[src/rtl/cfg_streamer_pkg.sv]
package cfg_streamer_pkg;
  // Strobes from the control to the datapath, valid for one cycle
  typedef struct packed {
    logic clear;     // rewind to bit 0 of word 0
    logic stepBit;   // next bit inside the current word (serial)
    logic stepWord;  // next word
  } cfgStrobeT;
endpackage

[src/rtl/cfg_streamer_datapath.sv]
module cfg_streamer_datapath
  import cfg_streamer_pkg::*;
#(
  parameter int DEPTH = 16,
  parameter int WIDTH = 8,
  localparam int AW = $clog2(DEPTH),
  localparam int BW = $clog2(WIDTH)
) (
  input  logic             clk,
  input  logic             rstN,
  input  cfgStrobeT        stb,
  input  logic             parMode,
  input  logic             wrEn,
  input  logic [AW-1:0]    wrAddr,
  input  logic [WIDTH-1:0] wrData,
  output logic [WIDTH-1:0] dataOut,
  output logic             bitLast,
  output logic             addrLast
);
  localparam logic [AW-1:0] LAST_ADDR = AW'(DEPTH - 1);
  localparam logic [BW-1:0] LAST_BIT  = BW'(WIDTH - 1);

  logic [WIDTH-1:0] mem [DEPTH];
  logic [AW-1:0]    addr;
  logic [BW-1:0]    bitIdx;
  logic [WIDTH-1:0] curWord;
  logic             serBit;

  always_ff @(posedge clk) begin
    if (wrEn) mem[wrAddr] <= wrData;
  end

  always_ff @(posedge clk or negedge rstN) begin
    if (!rstN) begin
      addr   <= '0;
      bitIdx <= '0;
    end else if (stb.clear) begin
      addr   <= '0;
      bitIdx <= '0;
    end else if (stb.stepWord) begin
      addr   <= addr + AW'(1);
      bitIdx <= '0;
    end else if (stb.stepBit) begin
      bitIdx <= bitIdx + BW'(1);
    end
  end

  assign curWord  = mem[addr];
  assign serBit   = curWord[LAST_BIT - bitIdx];
  assign bitLast  = (bitIdx == LAST_BIT);
  assign addrLast = (addr == LAST_ADDR);

  // Lane 0 carries either the serial bit or word bit 0; the rest are parallel only
  for (genvar g = 0; g < WIDTH; g++) begin : g_lane
    if (g == 0) begin : g_shared
      assign dataOut[g] = parMode ? curWord[g] : serBit;
    end else begin : g_parOnly
      assign dataOut[g] = parMode & curWord[g];
    end
  end

  // a clear strobe rewinds to the stream start
  p_clear_rewinds_r3: assert property (@(posedge clk) disable iff (!rstN)
    stb.clear |=> (addr == '0 && bitIdx == '0));
  // no strobe, no movement
  p_hold_position_r2: assert property (@(posedge clk) disable iff (!rstN)
    (!stb.clear && !stb.stepBit && !stb.stepWord) |=> ($stable(addr) && $stable(bitIdx)));
  // a word step moves to the following word
  p_word_advance_r5: assert property (@(posedge clk) disable iff (!rstN)
    (stb.stepWord && !stb.clear && !addrLast) |=> (addr == $past(addr) + AW'(1)));
endmodule

[src/rtl/cfg_streamer_ctrl.sv]
module cfg_streamer_ctrl
  import cfg_streamer_pkg::*;
(
  input  logic      clk,
  input  logic      rstN,
  input  logic      ceN,
  input  logic      holdRst,
  input  logic      parMode,
  input  logic      bitLast,
  input  logic      addrLast,
  output cfgStrobeT stb,
  output logic      driveEn,
  output logic      ceoN
);
  logic ended;
  logic run;
  logic unitEndsWord;

  assign run          = !ceN && !holdRst && !ended;
  assign unitEndsWord = parMode || bitLast;

  always_comb begin
    stb          = '0;
    stb.clear    = holdRst;
    stb.stepWord = run && unitEndsWord;
    stb.stepBit  = run && !unitEndsWord;
  end

  always_ff @(posedge clk or negedge rstN) begin
    if (!rstN)                         ended <= 1'b0;
    else if (holdRst)                  ended <= 1'b0;
    else if (stb.stepWord && addrLast) ended <= 1'b1;
  end

  assign driveEn = run;
  assign ceoN    = !(ended && !ceN);

  // once handed off, this streamer releases the lines
  p_float_after_handoff_r7: assert property (@(posedge clk) disable iff (!rstN)
    !ceoN |-> !driveEn);
  // no stepping after the stream ended
  p_frozen_after_end_r7: assert property (@(posedge clk) disable iff (!rstN)
    ended |-> (!stb.stepBit && !stb.stepWord));
  // the last word step ends the stream
  p_end_on_last_r7: assert property (@(posedge clk) disable iff (!rstN)
    (stb.stepWord && addrLast && !holdRst) |=> (ended && (ceoN == ceN)));
endmodule

[src/rtl/cfg_streamer_reconf.sv]
module cfg_streamer_reconf #(
  parameter int PULSE_LEN = 8,
  localparam int CW = $clog2(PULSE_LEN + 1)
) (
  input  logic clk,
  input  logic rstN,
  input  logic cfgPulse,
  output logic reconfReqN
);
  logic [CW-1:0] remain;

  always_ff @(posedge clk or negedge rstN) begin
    if (!rstN)                          remain <= '0;
    else if (remain != '0)              remain <= remain - CW'(1);
    else if (cfgPulse)                  remain <= CW'(PULSE_LEN);
  end

  assign reconfReqN = (remain == '0);

  // the window counts down one per cycle, ignoring new requests
  p_window_countdown_r9: assert property (@(posedge clk) disable iff (!rstN)
    (remain != '0) |=> (remain == $past(remain) - CW'(1)));
  // the request line only falls after a request
  p_fall_needs_request_r9: assert property (@(posedge clk) disable iff (!rstN)
    $fell(reconfReqN) |-> $past(cfgPulse));
endmodule

[src/rtl/cfg_streamer.sv]
module cfg_streamer
  import cfg_streamer_pkg::*;
#(
  parameter int DEPTH     = 16,
  parameter int PULSE_LEN = 8,
  localparam int WIDTH = 8,
  localparam int AW    = $clog2(DEPTH)
) (
  input  logic             clk,
  input  logic             rstN,
  input  logic             ceN,
  input  logic             holdRst,
  input  logic             parMode,
  input  logic             wrEn,
  input  logic [AW-1:0]    wrAddr,
  input  logic [WIDTH-1:0] wrData,
  input  logic             cfgPulse,
  output logic [WIDTH-1:0] dataOut,
  output logic             dataDrive,
  output logic             ceoN,
  output logic             reconfReqN
);
  cfgStrobeT stb;
  logic      bitLast;
  logic      addrLast;

  cfg_streamer_ctrl u_ctrl (
    .clk      (clk),
    .rstN     (rstN),
    .ceN      (ceN),
    .holdRst  (holdRst),
    .parMode  (parMode),
    .bitLast  (bitLast),
    .addrLast (addrLast),
    .stb      (stb),
    .driveEn  (dataDrive),
    .ceoN     (ceoN)
  );

  cfg_streamer_datapath #(.DEPTH(DEPTH), .WIDTH(WIDTH)) u_dp (
    .clk      (clk),
    .rstN     (rstN),
    .stb      (stb),
    .parMode  (parMode),
    .wrEn     (wrEn),
    .wrAddr   (wrAddr),
    .wrData   (wrData),
    .dataOut  (dataOut),
    .bitLast  (bitLast),
    .addrLast (addrLast)
  );

  cfg_streamer_reconf #(.PULSE_LEN(PULSE_LEN)) u_reconf (
    .clk        (clk),
    .rstN       (rstN),
    .cfgPulse   (cfgPulse),
    .reconfReqN (reconfReqN)
  );

  // a deselected streamer never enables its neighbour
  p_ceo_idle_when_deselected_r8: assert property (@(posedge clk) disable iff (!rstN)
    ceN |-> ceoN);
endmodule

[config.mk]
export PLATFORM = sky130hd
export DESIGN_NAME = cfg_streamer
export DESIGN_NICKNAME = d
export VERILOG_FILES = /design/src/rtl/cfg_streamer_pkg.sv /design/src/rtl/cfg_streamer_datapath.sv /design/src/rtl/cfg_streamer_ctrl.sv /design/src/rtl/cfg_streamer_reconf.sv /design/src/rtl/cfg_streamer.sv
export SDC_FILE = /design/constraint.sdc
export NUM_CORES = 1
export LEC_CHECK = 0
export ABC_AREA = 1
export CAP_MARGIN = 20
export CORE_MARGIN = 2
export CORE_UTILIZATION = 60
export DETAILED_ROUTE_END_ITERATION = 6
export HOLD_SLACK_MARGIN = 0.1
export PLACE_DENSITY = 0.79
export SLEW_MARGIN = 10
export SYNTH_ARGS = -nofsm -noshare
export SYNTH_HDL_FRONTEND = slang
export SYNTH_HIERARCHICAL = 1
export SYNTH_SLANG_ARGS = --single-unit
[constraint.sdc]
create_clock -name clk -period 2.1 [get_ports clk]
set_input_delay 0.42 -clock clk [delete_from_list [all_inputs] [get_ports clk]]
set_output_delay 0.42 -clock clk [all_outputs]
set_load 0.02 [all_outputs]
# After elaboration in Yosys (flattened, before gate mapping)
# Memory sizes are Yosys's and may differ from the RTL's.
# Cells that the tools add are included.
[word_totals]
register_bits = 12
latchBits = 0
ramBits = 128
romBits = 0
in_bits = 19
output_inout_bits = 11
n_memories = 1
[classes]
n_addsub = 4
n_mul = 0
div_mod_pow = 0
n_lt_le_gt_ge = 1
eq_ne = 2
n_shift = 0
n_mux = 14
bitwise_logic = 7
reduce_logical = 18
[mem_list]
columns = ["memory", "words", "word_bits", "rd", "rd_ports_with_merged_regs", "write_ports", "line_no", "rtl"]
rows = [
  ["u_dp.mem", 16, 8, 1, 0, 1, "cfg_streamer_datapath.sv:23", "logic [WIDTH-1:0] mem [DEPTH];"],
]
[op_table]
columns = ["operator", "n"]
rows = [
  ["2-to-1 mux 4 bit", 4],
  ["2-to-1 mux 3 bit", 3],
  ["bitwise AND 1 bit", 7],
  ["logical AND 1 bit", 6],
  ["2-to-1 mux 1 bit", 6],
  ["nonzero test 2 bit", 3],
  ["logical NOT 1 bit", 5],
  ["adder 4 x 1 -> 4 bit (second input constant)", 1],
  ["== test 4 bit (second input constant)", 1],
  ["logical NOT 4 bit", 1],
  ["< comparator 3 x 4 -> 1 bit (second input constant)", 1],
  ["nonzero test 4 bit", 1],
  ["subtractor 4 x 1 -> 4 bit (second input constant)", 1],
  ["adder 3 x 1 -> 3 bit (second input constant)", 1],
  ["binary-select mux 1 bit (select 3 bit)", 1],
  ["== test 3 bit (second input constant)", 1],
  ["nonzero test 3 bit", 1],
  ["subtractor 3 bit (first input constant)", 1],
  ["logical OR 1 bit", 1],
]

# Depth between registers and ports, before layout
[depth]
ltp_word = 7
ltp_mapped = 13
mapped_depth_nobuf = 11

# By module
# The synthesis kept the hierarchy.
[by_module_without_submodules]
columns = ["mod", "instances", "cells_per_inst", "area_per_inst_um2", "seq_area_each_um2"]
rows = [
  ["cfg_streamer_datapath", 1, 535, 5819.3, 4018.9],
  ["cfg_streamer_reconf", 1, 19, 180.2, 100.1],
  ["cfg_streamer_ctrl", 1, 17, 96.3, 25.0],
]

# Worst setup path before layout
# No wires, ideal clock.
[synth_timing]
path_type = "register to output"
from = "reg u_dp.addr[0]"
to = "out dataOut[0]"
arrival_time_ns = 1.433
setup_slack_ns = 0.247
stages_incl_launch_ff = 14
path_cell_list = "dfrtp_1 > buf_6 > inv_8 > buf_6 > nand2_1 > nand2_1 > nand2_1 > nand3_1 > nand3_1 > nand3_1 > nand3_1 > nand3_1 > nand3_1 > nand2_1"
[synth_via]
elab_chain_len = 4
[synth_rtl]
columns = ["element", "line_no", "rtl"]
rows = [
  ["from (decl)", "cfg_streamer_datapath.sv:24", "logic [AW-1:0] addr;"],
  ["from (signal assigned)", "cfg_streamer_datapath.sv:41", "addr <= addr + AW'(1);"],
  ["memory (16 x 8 bit) *", "n/a", ""],
  ["binary-select mux 1 bit (select 3 bit)", "cfg_streamer_datapath.sv:49", "assign serBit = curWord[LAST_BIT - bitIdx];"],
  ["2-to-1 mux 1 bit (implied by the code)", "cfg_streamer_datapath.sv:49", ""],
  ["2-to-1 mux 1 bit *", "cfg_streamer_datapath.sv:56", "assign dataOut[g] = parMode ? curWord[g] : serBit;"],
  ["to (decl)", "cfg_streamer.sv:18", "output logic [WIDTH-1:0] dataOut,"],
]
# Mark *: on every way between the ends. The rest lies on a longest branch, timed or not. The select of a mux whose other input is x is not followed.

# Worst setup path in the final report
# Same ends and word-level chain as after synthesis.

==> reports/metrics.cfg <==
[critical_path]
startpoint_type = flop
slack_of_the_worst_reg_to_reg_path_ns = 0.29
worst_ep_required_time_ns = 1.68
r2r_cells = 10
critPathCaptureType = primary output
type_of_the_worst_setup_path = flop to primary output
crit-reg2reg-launch = u_dp/bitIdx[0]
worst-endpoint-arrival_ns = 2.46
worst-path-max-fanout = 7
worstReg2RegEnd = u_dp/addr[0]

[yosys]
share_of_cell_area_taken_by_muxes_after_synthesis = 0
sequential_share_of_the_synthesized_area = 0.680
synth_compound_gate_area_share = 0.0351
synthesis.yosys.warnings = 6
post_synth.cell_area_avg_um2 = 10.7
post_synth_inst_count = 571
largest_cells_by_area_after_synthesis = sky130_fd_sc_hd__edfxtp_1, sky130_fd_sc_hd__nand2_1, sky130_fd_sc_hd__nand3_1, sky130_fd_sc_hd__dfrtp_1, sky130_fd_sc_hd__nor2_1
largest_area_contributor_in_the_synthesized_netlist = sky130_fd_sc_hd__edfxtp_1
synthDistinctLibCells = 27
combinational_family_with_the_most_area_after_synthesis = simple AND/OR/NAND/NOR gates
synth-simple-area-share = 0.221
synth-adder-area-share = 0.00616
postSynthNetCount = 593
yosys.area_share.xor_xnor = 0.00144
mappedNetlistArea_um2 = 6100
synth_top_area_share = 0.631
seq_cells_post_synth = 140

[die]
design.core.area_um2 = 9820
core.rowCount = 36
die_x_um = 105
pin_count = 30
initial_core_util = 0.621
die-area_um2 = 11000
die_h_um = 105

[timing]
setup_total_negative_slack_ns = -5.30
final_hold_viol_count = 0
final_hold_slack_ns = 0.260
maxClockFrequency_mhz = 347
tightest_slew_ns = 0.776
max-slew-margin-rel = 0.481
final.period_utilization = 1.37
finalWorstPathRequiredPeriod_ns = 2.88
layout_setup_ws_ns = -0.779
setup-violations-final = 8
rsz0062_at_grt = true
fin_worst_skew_ns = 0.00475
report.final.slew_viol_count = 0

[drt]
wl_per_cell_um = 22.7
route.antenna.remaining_nets = 0
viasPerCell = 6.14
1st_pass_router_iterations = 5
final_wl_mm = 18.6
detail_route.drc_violations = 0
vias = 5036
drt_iter0_markers = 858

[clock_network]
cts_tree = built
htree_levels = 4
ctsRootBufferMaster = sky130_fd_sc_hd__clkbuf_8
path_clk_slew_ns = 0.07
ctsLongestPathBuffers = 2
clk_latency_ns = 0.53
post_cts_hold_buffer_count = 0
cts_buffers = 17
cts_sinks = 140

[layout]
antennaDiodeCount = 0
most-common-layout-cells = sky130_fd_sc_hd__nand2_1, sky130_fd_sc_hd__edfxtp_1, sky130_fd_sc_hd__buf_4
areaGrowthSynthToFinish_pct = 34.5
most_common_cell_after_layout_fill_and_taps_aside = sky130_fd_sc_hd__nand2_1
finalNetCount = 696
share_of_cells_above_drive_strength_1 = 0.281

[placement]
globalplace.congestion = 0.885
buffer_ports.inserted = 29
post-dp-hpwl_mm = 9.14

[power]
static-leakage-power_nw = 3.33
power.density_cell_area_nw_per_um2 = 862
power.ir.vdd_worst_mv = 0.846
p_total_mw = 7.07

[global_route]
largest_net_degree_at_the_start_of_global_routing = 28
first_global_vias = 4888
total_global_routing_overflow = 0
grt_first_pass_wirelength_mm = 27.0
gr-usage-all-layers = 0.334
antenna_violations_before_repair = 0

[min_path]
timing.hold.worst.class = input pin to asynchronous set/reset pin

[outcome]
run_status = complete, but fails checks
violations = setup timing

[flow_run]
drv_cap = 0

## per-stage QoR
| stage | setup slack, ns | util | cells | area, um^2 |
|---|---|---|---|---|
| 2_1_floorplan | 0.247 | - | 571 | 6100 |
| 3_3_place_gp | -0.506 | 0.707 | 772 | 6940 |
| 3_5_place_dp | -0.526 | 0.707 | 772 | 6940 |
| 4_1_cts | -0.652 | 0.819 | 817 | 8050 |
| 5_1_grt | -0.859 | 0.835 | 820 | 8200 |
| 6_report | -0.779 | 0.835 | 820 | 8200 |
## where the power goes
part / leakage [nW] / internal (mW) / switching, mW
Sequential: 1.31 / 3.13 / 0.0654
Combinational: 1.72 / 0.307 / 0.423
Clock: 0.294 / 1.96 / 1.18
## worst max path at each step
stage | start | end | cells after the start
floorplan | u_dp/addr[0] | dataOut[0] | 13
global placement | u_dp/addr[0] | dataOut[0] | 14
detailed placement | u_dp/addr[0] | dataOut[0] | 14
CTS | u_dp/addr[0] | dataOut[0] | 15
global route | u_dp/addr[0] | dataOut[0] | 15
finish | u_dp/addr[0] | dataOut[0] | 15
## layer usage
| layer | vias up | part of all wire | track usage |
|---|---|---|---|
| met4 | 0 | 0.050 | 0.167 |
| met2 | 420 | 0.47 | 0.527 |
| met3 | 86 | 0.11 | 0.0855 |
| met1 | 2392 | 0.36 | 0.430 |
| li1 | 2138 | - | - |
| met5 | - | 0 | 0 |
## cells by family after synthesis
family	Yosys count
compound gates	39
xor+xnor	1
fa+ha+maj	3
buf+inv	64
flops	140
simple gates	324
## flip-flops by register name, summed over array words and instances (netlist names)
| name | cells |
|---|---|
| u_ctrl/ended | 1 |
| u_dp/addr | 4 |
| u_dp/bitIdx | 3 |
| u_dp/mem | 128 |
| u_reconf/remain | 4 |
## critical path, stage by stage (launching register included)
cell and delay (ns):
sky130_fd_sc_hd__dfrtp_2 0.43, sky130_fd_sc_hd__buf_12 0.19, sky130_fd_sc_hd__clkinv_16 0.10, sky130_fd_sc_hd__buf_12 0.14, sky130_fd_sc_hd__buf_16 0.12, sky130_fd_sc_hd__nand2_2 0.05
sky130_fd_sc_hd__nand2_2 0.08, sky130_fd_sc_hd__nand2_1 0.10, sky130_fd_sc_hd__nand3_1 0.10, sky130_fd_sc_hd__nand3_2 0.10, sky130_fd_sc_hd__nand3_2 0.08, sky130_fd_sc_hd__nand3_2 0.09
sky130_fd_sc_hd__nand3_2 0.07, sky130_fd_sc_hd__nand3_2 0.08, sky130_fd_sc_hd__nand2_2 0.05, sky130_fd_sc_hd__buf_6 0.12
## Yosys cell counts, drive strengths merged
cell,number
a21oi,12
buf,23
clkbuf,2
clkinv,1
dfrtp,12
edfxtp,128
ha,3
inv,38
nand2,181
nand3,75
nand3b,2
nand4,1
nor2,64
nor3,1
o211ai,5
o21a,1
o21ai,21
xnor2,1
## layout make-up
class | count | area (um^2)
repair inverters | 1 | 8.76
multi-input cells | 367 | 1890
flip-flops and latches | 140 | 4150
repair buffers | 108 | 1190
fillers | 499 | 1620
clock inverters | 14 | 191
clock buffers | 18 | 428
inverters | 39 | 173
well taps | 133 | 166
## what timing repair did
action	CTS	global route
buffers inserted	6	3
setup endpoints to repair	10	10
endpoints found under the hold margin	0	0
gates cloned	7	0
pin swaps	31	13
gates resized for setup	106	24
(Power assumes the default switching activity.)
